## src/rtl/shadow_pkg.sv

```systemverilog
package shadow_pkg;

  typedef enum logic [1:0] {
    WR_INT  = 2'd0,
    WR_EXT  = 2'd1,
    WR_DROP = 2'd2
  } wr_dst_e;

  typedef struct packed {
    logic    rd_ext;
    wr_dst_e wr;
  } slot_attr_t;

  localparam int ATTR_W = $bits(slot_attr_t);

  localparam slot_attr_t ATTR_EXT = '{rd_ext: 1'b1, wr: WR_EXT};
  localparam slot_attr_t ATTR_RW  = '{rd_ext: 1'b0, wr: WR_INT};
  localparam slot_attr_t ATTR_RO  = '{rd_ext: 1'b0, wr: WR_DROP};

  // Control register (0x22) field positions
  localparam int CTL_SYS_EN  = 0;
  localparam int CTL_BASE640 = 3;
  localparam int CTL_ROM_LO  = 8;
  localparam int CTL_OPT_EN  = 9;
  localparam int CTL_VID_EN  = 10;
  localparam int CTL_VID_WR  = 11;
  localparam int CTL_LOCK    = 15;
  // Granularity register (0x2C)
  localparam int GRAN_FINE   = 0;

  function automatic slot_attr_t shadow_attr(input logic en, input logic ro);
    if (!en)     return ATTR_EXT;
    else if (ro) return ATTR_RO;
    else         return ATTR_RW;
  endfunction

endpackage

```

## src/rtl/shadow_cfg_regs.sv

```systemverilog
module shadow_cfg_regs
  import shadow_pkg::*;
#(
  parameter int IO_AW    = 8,
  parameter int DATA_W   = 16,
  parameter int NUM_REGS = 7,
  parameter int BASE     = 'h22,
  parameter int STRIDE   = 2,
  parameter int RST_IDX  = 3,
  parameter int RST_VAL  = 'h00F9,
  parameter int IDX_CTL  = 0,
  parameter int IDX_GRAN = 5,
  parameter int IDX_FINE = 6
) (
  input  logic              clk,
  input  logic              rst_n,
  input  logic              cfg_we,
  input  logic [IO_AW-1:0]  cfg_addr,
  input  logic [DATA_W-1:0] cfg_wdata,
  output logic [DATA_W-1:0] cfg_rdata,
  output logic [DATA_W-1:0] gran_q,
  output logic [DATA_W-1:0] ctl_q,
  output logic              wr_ctl,
  output logic              wr_fine,
  output logic              locked_q
);

  logic [DATA_W-1:0] regs_q [NUM_REGS];
  logic [NUM_REGS-1:0] hit;

  genvar gi;
  generate
    for (gi = 0; gi < NUM_REGS; gi++) begin : g_dec
      localparam logic [IO_AW-1:0] REG_ADDR = IO_AW'(BASE + gi * STRIDE);
      assign hit[gi] = (cfg_addr == REG_ADDR);
    end
  endgenerate

  always_ff @(posedge clk) begin
    if (!rst_n) begin
      for (int i = 0; i < NUM_REGS; i++)
        regs_q[i] <= (i == RST_IDX) ? DATA_W'(RST_VAL) : '0;
    end else if (cfg_we) begin
      for (int i = 0; i < NUM_REGS; i++)
        if (hit[i]) regs_q[i] <= cfg_wdata;
    end
  end

  // Sticky lock: set by a control write carrying the lock bit
  always_ff @(posedge clk) begin
    if (!rst_n)
      locked_q <= 1'b0;
    else if (cfg_we && hit[IDX_CTL] && cfg_wdata[CTL_LOCK])
      locked_q <= 1'b1;
  end

  always_comb begin
    cfg_rdata = '0;
    for (int i = 0; i < NUM_REGS; i++)
      if (hit[i]) cfg_rdata = regs_q[i];
  end

  assign ctl_q   = regs_q[IDX_CTL];
  assign gran_q  = regs_q[IDX_GRAN];
  assign wr_ctl  = cfg_we && hit[IDX_CTL];
  assign wr_fine = cfg_we && hit[IDX_FINE];

endmodule

```

## src/rtl/shadow_attr_plan.sv

```systemverilog
module shadow_attr_plan
  import shadow_pkg::*;
#(
  parameter int DATA_W    = 16,
  parameter int NUM_SLOTS = 16
) (
  input  logic                        upd_coarse,
  input  logic                        upd_fine,
  input  logic [DATA_W-1:0]           wdata,
  input  slot_attr_t [NUM_SLOTS-1:0]  slots_q,
  output slot_attr_t [NUM_SLOTS-1:0]  slots_d
);

  localparam int QUARTER    = NUM_SLOTS / 4;
  localparam int FINE_FIRST = NUM_SLOTS / 2;
  localparam int FINE_CNT   = NUM_SLOTS - FINE_FIRST;
  localparam int RO_OFS     = 0;
  localparam int EN_OFS     = DATA_W / 2;

  slot_attr_t coarse_attr [4];

  // One attribute per coarse window; the lock in the same write turns ROM shadows read-only
  always_comb begin
    coarse_attr[0] = wdata[CTL_BASE640] ? ATTR_RW : ATTR_EXT;
    coarse_attr[1] = shadow_attr(wdata[CTL_VID_EN], !wdata[CTL_VID_WR]);
    coarse_attr[2] = shadow_attr(wdata[CTL_OPT_EN], wdata[CTL_LOCK]);
    coarse_attr[3] = shadow_attr(wdata[CTL_SYS_EN], wdata[CTL_LOCK]);
  end

  genvar gs;
  generate
    for (gs = 0; gs < NUM_SLOTS; gs++) begin : g_slot
      if (gs >= FINE_FIRST && gs - FINE_FIRST < FINE_CNT) begin : g_fine
        localparam int FI = gs - FINE_FIRST;
        always_comb begin
          if (upd_coarse)
            slots_d[gs] = coarse_attr[gs / QUARTER];
          else if (upd_fine)
            slots_d[gs] = shadow_attr(wdata[EN_OFS + FI], wdata[RO_OFS + FI]);
          else
            slots_d[gs] = slots_q[gs];
        end
      end else begin : g_coarse_only
        always_comb begin
          if (upd_coarse) slots_d[gs] = coarse_attr[gs / QUARTER];
          else            slots_d[gs] = slots_q[gs];
        end
      end
    end
  endgenerate

endmodule

```

## src/rtl/shadow_attr_store.sv

```systemverilog
module shadow_attr_store
  import shadow_pkg::*;
#(
  parameter int ADDR_W    = 20,
  parameter int SLOT_AW   = 15,
  parameter int NUM_SLOTS = 16
) (
  input  logic                        clk,
  input  logic                        rst_n,
  input  slot_attr_t [NUM_SLOTS-1:0]  slots_d,
  output slot_attr_t [NUM_SLOTS-1:0]  slots_q,
  input  logic [ADDR_W-1:0]           mem_addr,
  input  logic                        rom_lo,
  output logic                        rd_ext,
  output logic [1:0]                  wr_dst,
  output logic                        bios_shadowed
);

  localparam int IDX_W       = ADDR_W - 1 - SLOT_AW;
  localparam int ROM_HI_SLOT = NUM_SLOTS - 2;
  localparam int ROM_LO_SLOT = NUM_SLOTS - 4;

  always_ff @(posedge clk) begin
    if (!rst_n) begin
      for (int s = 0; s < NUM_SLOTS; s++) slots_q[s] <= ATTR_EXT;
    end else begin
      slots_q <= slots_d;
    end
  end

  logic [IDX_W-1:0] slot_idx;
  slot_attr_t       hit_attr;

  assign slot_idx = mem_addr[ADDR_W-2:SLOT_AW];

  always_comb begin
    if (!mem_addr[ADDR_W-1]) hit_attr = ATTR_RW;
    else                     hit_attr = slots_q[slot_idx];
  end

  assign rd_ext        = hit_attr.rd_ext;
  assign wr_dst        = hit_attr.wr;
  assign bios_shadowed = rom_lo ? !slots_q[ROM_LO_SLOT].rd_ext
                                : !slots_q[ROM_HI_SLOT].rd_ext;

endmodule

```

## src/rtl/shadow_attr_ctrl.sv

```systemverilog
module shadow_attr_ctrl
  import shadow_pkg::*;
#(
  parameter int ADDR_W  = 20,
  parameter int IO_AW   = 8,
  parameter int DATA_W  = 16,
  parameter int SLOT_AW = 15
) (
  input  logic              clk,
  input  logic              rst_n,
  input  logic              cfg_we,
  input  logic [IO_AW-1:0]  cfg_addr,
  input  logic [DATA_W-1:0] cfg_wdata,
  output logic [DATA_W-1:0] cfg_rdata,
  input  logic [ADDR_W-1:0] mem_addr,
  output logic              rd_ext,
  output logic [1:0]        wr_dst,
  output logic              bios_shadowed
);

  localparam int NUM_SLOTS = 2 ** (ADDR_W - 1 - SLOT_AW);

  logic [DATA_W-1:0] ctl_q, gran_q;
  logic wr_ctl, wr_fine, locked_q;
  logic upd_coarse, upd_fine;
  slot_attr_t [NUM_SLOTS-1:0] slots_q, slots_d;

  shadow_cfg_regs #(.IO_AW(IO_AW), .DATA_W(DATA_W)) u_regs (
    .clk(clk), .rst_n(rst_n), .cfg_we(cfg_we), .cfg_addr(cfg_addr),
    .cfg_wdata(cfg_wdata), .cfg_rdata(cfg_rdata), .gran_q(gran_q),
    .ctl_q(ctl_q), .wr_ctl(wr_ctl), .wr_fine(wr_fine), .locked_q(locked_q)
  );

  assign upd_coarse = wr_ctl  && !locked_q && !gran_q[GRAN_FINE];
  assign upd_fine   = wr_fine && !locked_q &&  gran_q[GRAN_FINE];

  shadow_attr_plan #(.DATA_W(DATA_W), .NUM_SLOTS(NUM_SLOTS)) u_plan (
    .upd_coarse(upd_coarse), .upd_fine(upd_fine), .wdata(cfg_wdata),
    .slots_q(slots_q), .slots_d(slots_d)
  );

  shadow_attr_store #(.ADDR_W(ADDR_W), .SLOT_AW(SLOT_AW), .NUM_SLOTS(NUM_SLOTS)) u_store (
    .clk(clk), .rst_n(rst_n), .slots_d(slots_d), .slots_q(slots_q),
    .mem_addr(mem_addr), .rom_lo(ctl_q[CTL_ROM_LO]), .rd_ext(rd_ext),
    .wr_dst(wr_dst), .bios_shadowed(bios_shadowed)
  );

endmodule

```

## config.mk

```make
export PLATFORM = sky130hd
export DESIGN_NAME = shadow_attr_ctrl
export DESIGN_NICKNAME = d
export VERILOG_FILES = /design/src/rtl/shadow_pkg.sv /design/src/rtl/shadow_cfg_regs.sv /design/src/rtl/shadow_attr_plan.sv /design/src/rtl/shadow_attr_store.sv /design/src/rtl/shadow_attr_ctrl.sv
export SDC_FILE = /design/constraint.sdc
export NUM_CORES = 1
export LEC_CHECK = 0
export BUFFER_PORTS_ARGS = -buffer_cell sky130_fd_sc_hd__buf_2
export CORE_MARGIN = 1
export CORE_UTILIZATION = 47
export DETAILED_ROUTE_END_ITERATION = 8
export PLACE_DENSITY = 0.79
export SLEW_MARGIN = 20
export SYNTH_ARGS = -nofsm -noshare
export SYNTH_HDL_FRONTEND = slang
export SYNTH_SLANG_ARGS = --single-unit
```

## constraint.sdc

```tcl
create_clock -name clk -period 2.4 [get_ports clk]
set_clock_uncertainty 0.1 [all_clocks]
set_input_delay 0.12 -clock clk [delete_from_list [all_inputs] [get_ports clk]]
set_output_delay 0.12 -clock clk [all_outputs]
set_load 0.005 [all_outputs]
```

* Yosys cells after proc, flatten, opt, wreduce, memory -nomap -nowiden *
Memory sizes are Yosys's and may differ from the RTL's.
Cells that the tools add are included.

operators by class
  eq/ne operators = 7
  reductions and logical operators = 12
  bitwise gates (word level) = 7
  magnitude comparators = 1
  multiplexer cells = 85

operators by type and width
  operator              number
  $mux W16              14
  $mux W3               30
  $eq A8 B6 Y1 const B  7
  $mux W1               30
  $mux W2               10
  $bmux W3 S4           1
  $logic_and A1 B1 Y1   7
  $or A1 B1 Y1          7
  $lt A4 B5 Y1 const B  1
  $logic_not A1 Y1      4
  $reduce_bool A2 Y1    1

storage, ports and cells
  memories kept = 1
  input port bits = 47
  register bits = 31
  word-level logic and storage cells = 134
  memory bits (writable) = 112
  output and inout port bits = 20

memory list
  name           depth  bits a word  rd ports  clocked after memory_dff  write ports  line                   RTL
  u_regs.regs_q  7      16           7         0                         7            shadow_cfg_regs.sv:28  logic [DATA_W-1:0] regs_q [NUM_REGS];

* Depth between registers and ports, before layout *
Gate-level depths: netlist (run 1).

  depth after elaboration = 8
  depth in mapped cells = 7
  mapped depth without buffers = 4

* Cells and area by module *
A second synthesis (run 1) with hierarchy kept.

unflattened totals
  cell total of the unflattened synthesis = 670
  area, all modules = 7,707.4 um2

modules (own cells, without submodules)
  module             times used  area an instance (um2)  sequential area each (um2)  cells an instance
  shadow_cfg_regs    1           5,238.8                 3,383.2                     407
  shadow_attr_store  1           1,737.9                 960.9                       143
  shadow_attr_plan   1           709.4                   0.0                         118
  shadow_attr_ctrl   1           21.3                    0.0                         2

* Worst setup path before layout (run 1) *
Ideal clock, no wire load.

  path type = input -> register
  start = input port cfg_addr[4]
  end = memory u_regs.regs_q[2][0] (netlist: u_regs.regs_q[0][32]), enable pin
  arrival = 1.789 ns
  setup time = 0.372 ns
  buffers on the path = 2
  cell stages on the path = 6
  setup slack = 0.139 ns
  data required time = 1.928 ns
  cells stage by stage = or4b_1 > buf_2 > nor2_1 > nand3_2 > buf_2 > nand2_1

RTL lines
  item         line                    RTL
  from (decl)  shadow_attr_ctrl.sv:12  input logic [IO_AW-1:0] cfg_addr,
  to (decl)    shadow_cfg_regs.sv:28

* Worst setup path after layout (run 1) *
  start = input port cfg_addr[4]
  end = output port cfg_rdata[15]

on the way
  longest elaborated chain between the ends = 8
  elaborated cells between the ends (all ways) = 14
  those cells by class = eq/ne: 7; mux: 7

RTL lines
  item                    line                    RTL
  $eq A8 B6 Y1            shadow_cfg_regs.sv:35   assign hit[gi] = (cfg_addr == REG_ADDR);
  $mux W16 (6 in series)  shadow_cfg_regs.sv:60   if (hit[i]) cfg_rdata = regs_q[i];
  $mux W16 (*)            shadow_cfg_regs.sv:60
  to (decl)               shadow_attr_ctrl.sv:14  output logic [DATA_W-1:0] cfg_rdata,

Mark *: on every way between the ends. The rest lies on a longest branch, timed or not.

==> results of run 1 <==
## cell usage in the layout (no fill, tap or decap), types with 3 or more instances in the layout
| cell | n |
|---|---|
| a21oi_1 | 11 |
| a221oi_1 | 7 |
| a22o_1 | 16 |
| a2bb2oi_1 | 8 |
| a311oi_1 | 7 |
| buf_2 | 51 |
| buf_4 | 24 |
| bufinv_16 | 3 |
| clkbuf_16 | 17 |
| clkinv_1 | 3 |
| clkinv_2 | 3 |
| clkinvlp_4 | 3 |
| dfxtp_1 | 20 |
| dlygate4sd3_1 | 16 |
| edfxtp_1 | 112 |
| inv_1 | 19 |
| mux2_2 | 25 |
| mux2i_1 | 11 |
| mux4_2 | 12 |
| nand2_1 | 39 |
| nand3_1 | 15 |
| nand4b_1 | 3 |
| nor2_1 | 96 |
| nor3_1 | 7 |
| o211ai_1 | 7 |
| o21ai_0 | 13 |
| or3_1 | 6 |
## registers in the layout, summed over array words and instances (netlist names)
signal,flops
u_regs.regs_q,112
u_regs.locked_q,1
u_store.slots_q,19
## power groups by stage
| stage | clock (uW) | sequential, uW | combinational [uW] |
|---|---|---|---|
| 2_1_floorplan | 0 | 2660 | 225 |
| 3_3_place_gp | 0 | 2660 | 345 |
| 3_5_place_dp | 0 | 2670 | 354 |
| 4_1_cts | 2520 | 2630 | 379 |
| 5_1_grt | 2620 | 2640 | 410 |
| 6_report | 2520 | 2620 | 382 |
## cell families after synthesis
| kind of cell | share of synthesized area [%] |
|---|---|
| muxes | 10.8 |
| and+or+nand+nor | 14.8 |
| AOI/OAI and AO/OA | 9.15 |
| DFF | 61.6 |
| buffers and inverters | 3.66 |
## final timing paths
path,depth (start not counted),slack [ps],to,from
worst max-delay path,6,230,cfg_rdata[15],cfg_addr[4]
worst min-delay path,2,90,u_store.slots_q[3]$_SDFFE_PN1P_,rst_n
worst max register to register,4,500,u_store.slots_q[30]$_SDFFE_PN1P_,u_regs.regs_q[0][80]$_SDFFCE_PN0P_
worst min register to register,2,350,u_store.slots_q[22]$_SDFFE_PN0P_,u_store.slots_q[22]$_SDFFE_PN0P_
## cells in the mapped netlist (all sizes together), types with 3 or more instances
cell	count	area, sq um
edfxtp	112	3360
nor2	96	360
nand2	40	153
mux2	25	282
dfxtp	20	400
inv	19	71.3
nand3	17	95.1
a22o	16	140
buf	16	92.6
clkbuf	16	60.1
o21ai	13	65.1
mux4	12	270
a21oi	11	55.1
mux2i	11	110
nor3	9	55.1
a2bb2oi	8	70.1
a221oi	7	61.3
a311oi	7	61.3
o211ai	7	52.6
or3	6	37.5
nand4b	3	26.3
nor3b	3	27.5
## layout make-up
type	instances	area [sq um]	share of cell area, %
clock buffers	19	433	5.86
clock inverters	12	139	1.88
multi-input cells	313	2130	28.8
repair buffers	93	636	8.61
inverters	19	71.3	0.966
well taps	172	215	2.91
flip-flops and latches	132	3760	51.0
## metrics by stage
step / instances / util (%) / instance area [sq um] / total power, uW / worst slack [ps]
after floorplan: 496 / - / 6110 / 2880 / 139
after global placement: 713 / 52.5 / 6650 / 3010 / 270
after detailed placement: 713 / 52.5 / 6650 / 3020 / 236
after CTS: 760 / 58.3 / 7380 / 5530 / 216
after global routing: 760 / 58.3 / 7380 / 5670 / 127
final: 760 / 58.3 / 7380 / 5530 / 231
## layer usage
layer / part of all wire [%] / vias to the layer above / wire [um]
met5: 0 / - / 0
met4: 1.3 / 0 / 186
met3: 8.3 / 17 / 1170
met2: 50 / 215 / 7050
met1: 40 / 2120 / 5660
li1: - / 2010 / -
## worst max-delay path: stages
cell	delay (ps)
buf_2	110
or4b_1	740
nor4b_4	500
a221oi_1	150
a21oi_1	190
buf_2	140
## what timing repair did
action | 4_1_cts | 5_1_grt
setup endpoints to repair | 0 | 0
hold endpoints to repair | 25 | 0
gates resized for setup | 0 | 0
hold buffers | 16 | 0
==> impl_metrics.py, run 1 <==
metrics = {
    "cells_and_area": {
        "final_layout_size_suffix_gt1_share_pct": 25.3,
        "areaGrowthSynthToFinish_pct": 20.8,
        "diodes": 0,
        "n_fill_cell": 966,
        "fin_nets": 623,
    },
    "cts": {
        "clk_latency_ps": 410,
        "cts_buffers": 17,
        "cts_tree": "done",
        "post_cts_buffers": 0,
        "clock_sinks": 132,
        "cts-root-buf": "clkbuf_16",
        "clk_pin_slew_ps": 50,
        "clock_path_buffers": 2,
        "htree_num_levels": 4,
    },
    "floorplan": {
        "io_pins": 67,
        "core-area_sq_mm": 0.0127,
        "fp.dieH_um": 116,
        "dieArea_sq_mm": 0.0135,
        "rows": 41,
        "die_w_um": 116,
        "initial_utilization_pct": 48.2,
    },
    "grt": {
        "grt_pass1_vias": 4274,
        "grt_max_degree": 32,
        "antenna_found_initial": 0,
        "grt_overflow_total": 0,
        "met2_usage_pct": 36.4,
        "met3_usage_pct": 5.75,
        "use_met1_pct": 29.4,
        "grt_util_all_layers_pct": 22.4,
        "top_usage_layer": "met2",
        "grt_pass1_wl_um": 22200,
    },
    "timing": {
        "worst_slew_pin_slew_ps": 573,
        "rsz0062_at_grt": "no",
        "fin_crit_ps": 2170,
        "max_slew_margin_pct": 61.8,
        "max_freq_mhz": 461,
        "hold_ws_ps": 94.7,
        "fin_tns_setup_ps": 0,
        "period_share_pct": 90.4,
        "hold_viol_final": 0,
        "final_max_slew_viol_count": 0,
        "setup_viol": 0,
    },
    "power_and_ir_drop": {
        "p_seq_share_pct": 47.5,
        "ir_drop_v": 0.000577,
        "switching_share_pct": 21.1,
        "p_leak_uw": 0.00277,
        "clockPowerShare_pct": 45.6,
        "intPower_uw": 4360,
        "powerDensity_mw_per_mm2": 749,
        "share_comb_of_total_power_pct": 6.9,
        "p_switching_uw": 1160,
    },
    "logic_synthesis": {
        "ys_ff_latch": 132,
        "syn_inst": 496,
        "yosysWarnings": 0,
        "avgSynthCellArea_sq_um": 12.3,
        "synth_edf_count": 112,
        "async_reset_ff_share_pct": 0,
        "syn_area_sq_mm": 0.00611,
        "synth_cell_types": 46,
        "yosysSeqAreaShare_pct": 61.6,
        "synth_fp_nets": 543,
        "synthFlopType": "edfxtp_1",
    },
    "critical_path": {
        "cp_max_fo": 8,
        "cp-start-kind": "primary input",
        "critPathCaptureType": "output port",
        "worstPathArrival_ps": 1950,
        "critical_path_class": "primary input to output port",
        "critPathRequiredTime_ps": 2180,
    },
    "route": {
        "drt_iter0_markers": 361,
        "drc": 0,
        "drt_pass1_iterations": 5,
        "viasPerCell": 5.74,
        "wl_per_cell_um": 18.5,
        "routed_wirelength_um": 14100,
        "via_count": 4362,
        "antenna_left": 0,
    },
    "place": {
        "hpwl_um": 9420,
        "io_buffers": 51,
        "place.gp.congestion": 0.862,
    },
    "flow_run": {
        "maxCapViolations": 0,
    },
    "hold_path": {
        "hold_path_class": "primary input to flop",
    },
    "status": {
        "status": "finished clean",
    },
}
(Power assumes the default switching activity.)
==> run 2: changes to the inputs <==
--- a/config.mk
+++ b/config.mk
@@ -9,7 +9,7 @@
 export CORE_MARGIN = 1
 export CORE_UTILIZATION = 47
 export DETAILED_ROUTE_END_ITERATION = 8
-export PLACE_DENSITY = 0.79
+export PLACE_DENSITY = 0.69
 export SLEW_MARGIN = 20
 export SYNTH_ARGS = -nofsm -noshare
 export SYNTH_HDL_FRONTEND = slang
==> run 2 against run 1 <==
Compared with the run above:
- utilization is 0.90 points higher
- sequential power hardly changed
- flip-flop and latch count stayed put
- cell count grew 0.79%
- largest cell class unchanged
==> impl_metrics.py, run 2 (synthesis results as in run 1) <==
metrics = {
    "route": {
        "viasPerCell": 5.83,
        "drt_iter0_markers": 327,
        "routed_wirelength_um": 14700,
        "drc": 0,
        "antenna_left": 0,
        "via_count": 4463,
        "wl_per_cell_um": 19.2,
        "drt_pass1_iterations": 5,
    },
    "cells_and_area": {
        "diodes": 0,
        "fin_nets": 628,
        "top_register": "u_regs.regs_q",
        "final_cell_mix": "edfxtp_1, nor2_1, buf_2, nand2_1",
        "final_common_cell": "edfxtp_1",
        "areaGrowthSynthToFinish_pct": 22.6,
        "largest_registers": "u_regs.regs_q x112, u_store.slots_q x19, u_regs.locked_q x1",
        "largest_reg_flops": 112,
        "final_layout_size_suffix_gt1_share_pct": 26.6,
        "n_fill_cell": 976,
    },
    "floorplan": {
        "fp.dieH_um": 116,
        "io_pins": 67,
        "die_w_um": 116,
        "initial_utilization_pct": 48.2,
        "core-area_sq_mm": 0.0127,
        "rows": 41,
        "dieArea_sq_mm": 0.0135,
    },
    "cts": {
        "clk_latency_ps": 410,
        "cts_buffers": 17,
        "cts-root-buf": "clkbuf_16",
        "htree_num_levels": 4,
        "clock_sinks": 132,
        "clk_pin_slew_ps": 60,
        "clock_path_buffers": 2,
        "cts_tree": "done",
    },
    "critical_path": {
        "critical_path_class": "primary input to output port",
        "cp-start-kind": "primary input",
        "cp_max_fo": 16,
        "critPathRequiredTime_ps": 2180,
        "critPathCaptureType": "output port",
        "worstPathArrival_ps": 1890,
    },
    "timing": {
        "hold_viol_final": 0,
        "setup_viol": 0,
        "fin_tns_setup_ps": 0,
        "worst_slew_pin_slew_ps": 563,
        "max_slew_margin_pct": 62.4,
        "max_freq_mhz": 473,
        "fin_crit_ps": 2110,
        "final_max_slew_viol_count": 0,
        "rsz0062_at_grt": "no",
        "period_share_pct": 88.0,
        "hold_ws_ps": 66.6,
    },
    "grt": {
        "grt_util_all_layers_pct": 23.3,
        "antenna_found_initial": 0,
        "grt_overflow_total": 0,
        "grt_max_degree": 23,
        "grt_pass1_wl_um": 22900,
        "grt_pass1_vias": 4316,
    },
    "power_and_ir_drop": {
        "powerDensity_mw_per_mm2": 754,
        "ir_drop_v": 0.000458,
        "intPower_uw": 4410,
        "switching_share_pct": 22.1,
        "p_leak_uw": 0.00282,
        "p_switching_uw": 1250,
        "share_comb_of_total_power_pct": 7.0,
        "p_seq_share_pct": 46.4,
        "clockPowerShare_pct": 46.6,
    },
    "status": {
        "status": "finished clean",
    },
    "place": {
        "io_buffers": 51,
        "place.gp.congestion": 0.904,
        "hpwl_um": 10200,
    },
    "hold_path": {
        "hold_path_class": "primary input to flop",
    },
    "flow_run": {
        "maxCapViolations": 0,
    },
}
## run 2: worst max-delay path: stages
cell and delay, ps:
buf_2 110, or4b_1 730, nor3_2 260, buf_12 180, nand2_1 60, a22oi_1 250, buf_2 170
## run 2: layout make-up
| type | instances | area (sq um) | area share (%) |
|---|---|---|---|
| multi-input cells | 313 | 2130 | 28.4 |
| clock buffers | 18 | 429 | 5.72 |
| clock inverters | 14 | 179 | 2.39 |
| repair buffers | 98 | 713 | 9.51 |
| inverters | 19 | 71.3 | 0.951 |
| flip-flops and latches | 132 | 3760 | 50.2 |
| well taps | 172 | 215 | 2.87 |
## run 2: final timing paths
kind                                      startpoint                               end  slack, ps  depth (start not counted)
setup reg to reg  u_regs.regs_q[0][80]$_SDFFCE_PN0P_  u_store.slots_q[31]$_SDFFE_PN0P_        370                          5
hold / removal                                 rst_n  u_store.slots_q[42]$_SDFFE_PN1P_         70                          3
setup / recovery                         cfg_addr[4]                      cfg_rdata[9]        290                          7
hold reg to reg     u_store.slots_q[30]$_SDFFE_PN1P_  u_store.slots_q[30]$_SDFFE_PN1P_        370                          1
## run 2: per-layer routing
layer	share of wire [%]	global-route usage (%)
met5	0	0
met4	1.8	9.91
met3	8.0	4.76
met2	49	37.2
met1	41	31.1
## run 2: metrics by stage
step | utilization [%] | instance area (sq um) | std cells | setup slack, ps | power (uW)
after global routing | 59.2 | 7500 | 766 | 150 | 5800
after global placement | 53.0 | 6720 | 717 | 223 | 3030
final | 59.2 | 7500 | 766 | 288 | 5650
after floorplan | - | 6110 | 496 | 139 | 2880
after detailed placement | 53.0 | 6720 | 717 | 173 | 3040
after CTS | 59.2 | 7500 | 766 | 262 | 5680
## run 2: repair_timing
action	4_1_cts	5_1_grt
resized for setup	0	0
endpoints found under the hold margin	25	0
setup endpoints to repair	0	0
hold buffers	17	0
setup buffers	0	0
## run 2: power by group through the flow
stage          Sequential (uW)  Combinational [uW]  Clock, uW
2_1_floorplan             2660                 225          0
3_3_place_gp              2660                 366          0
3_5_place_dp              2670                 371          0
4_1_cts                   2620                 396       2660
5_1_grt                   2630                 425       2750
6_report                  2620                 397       2630
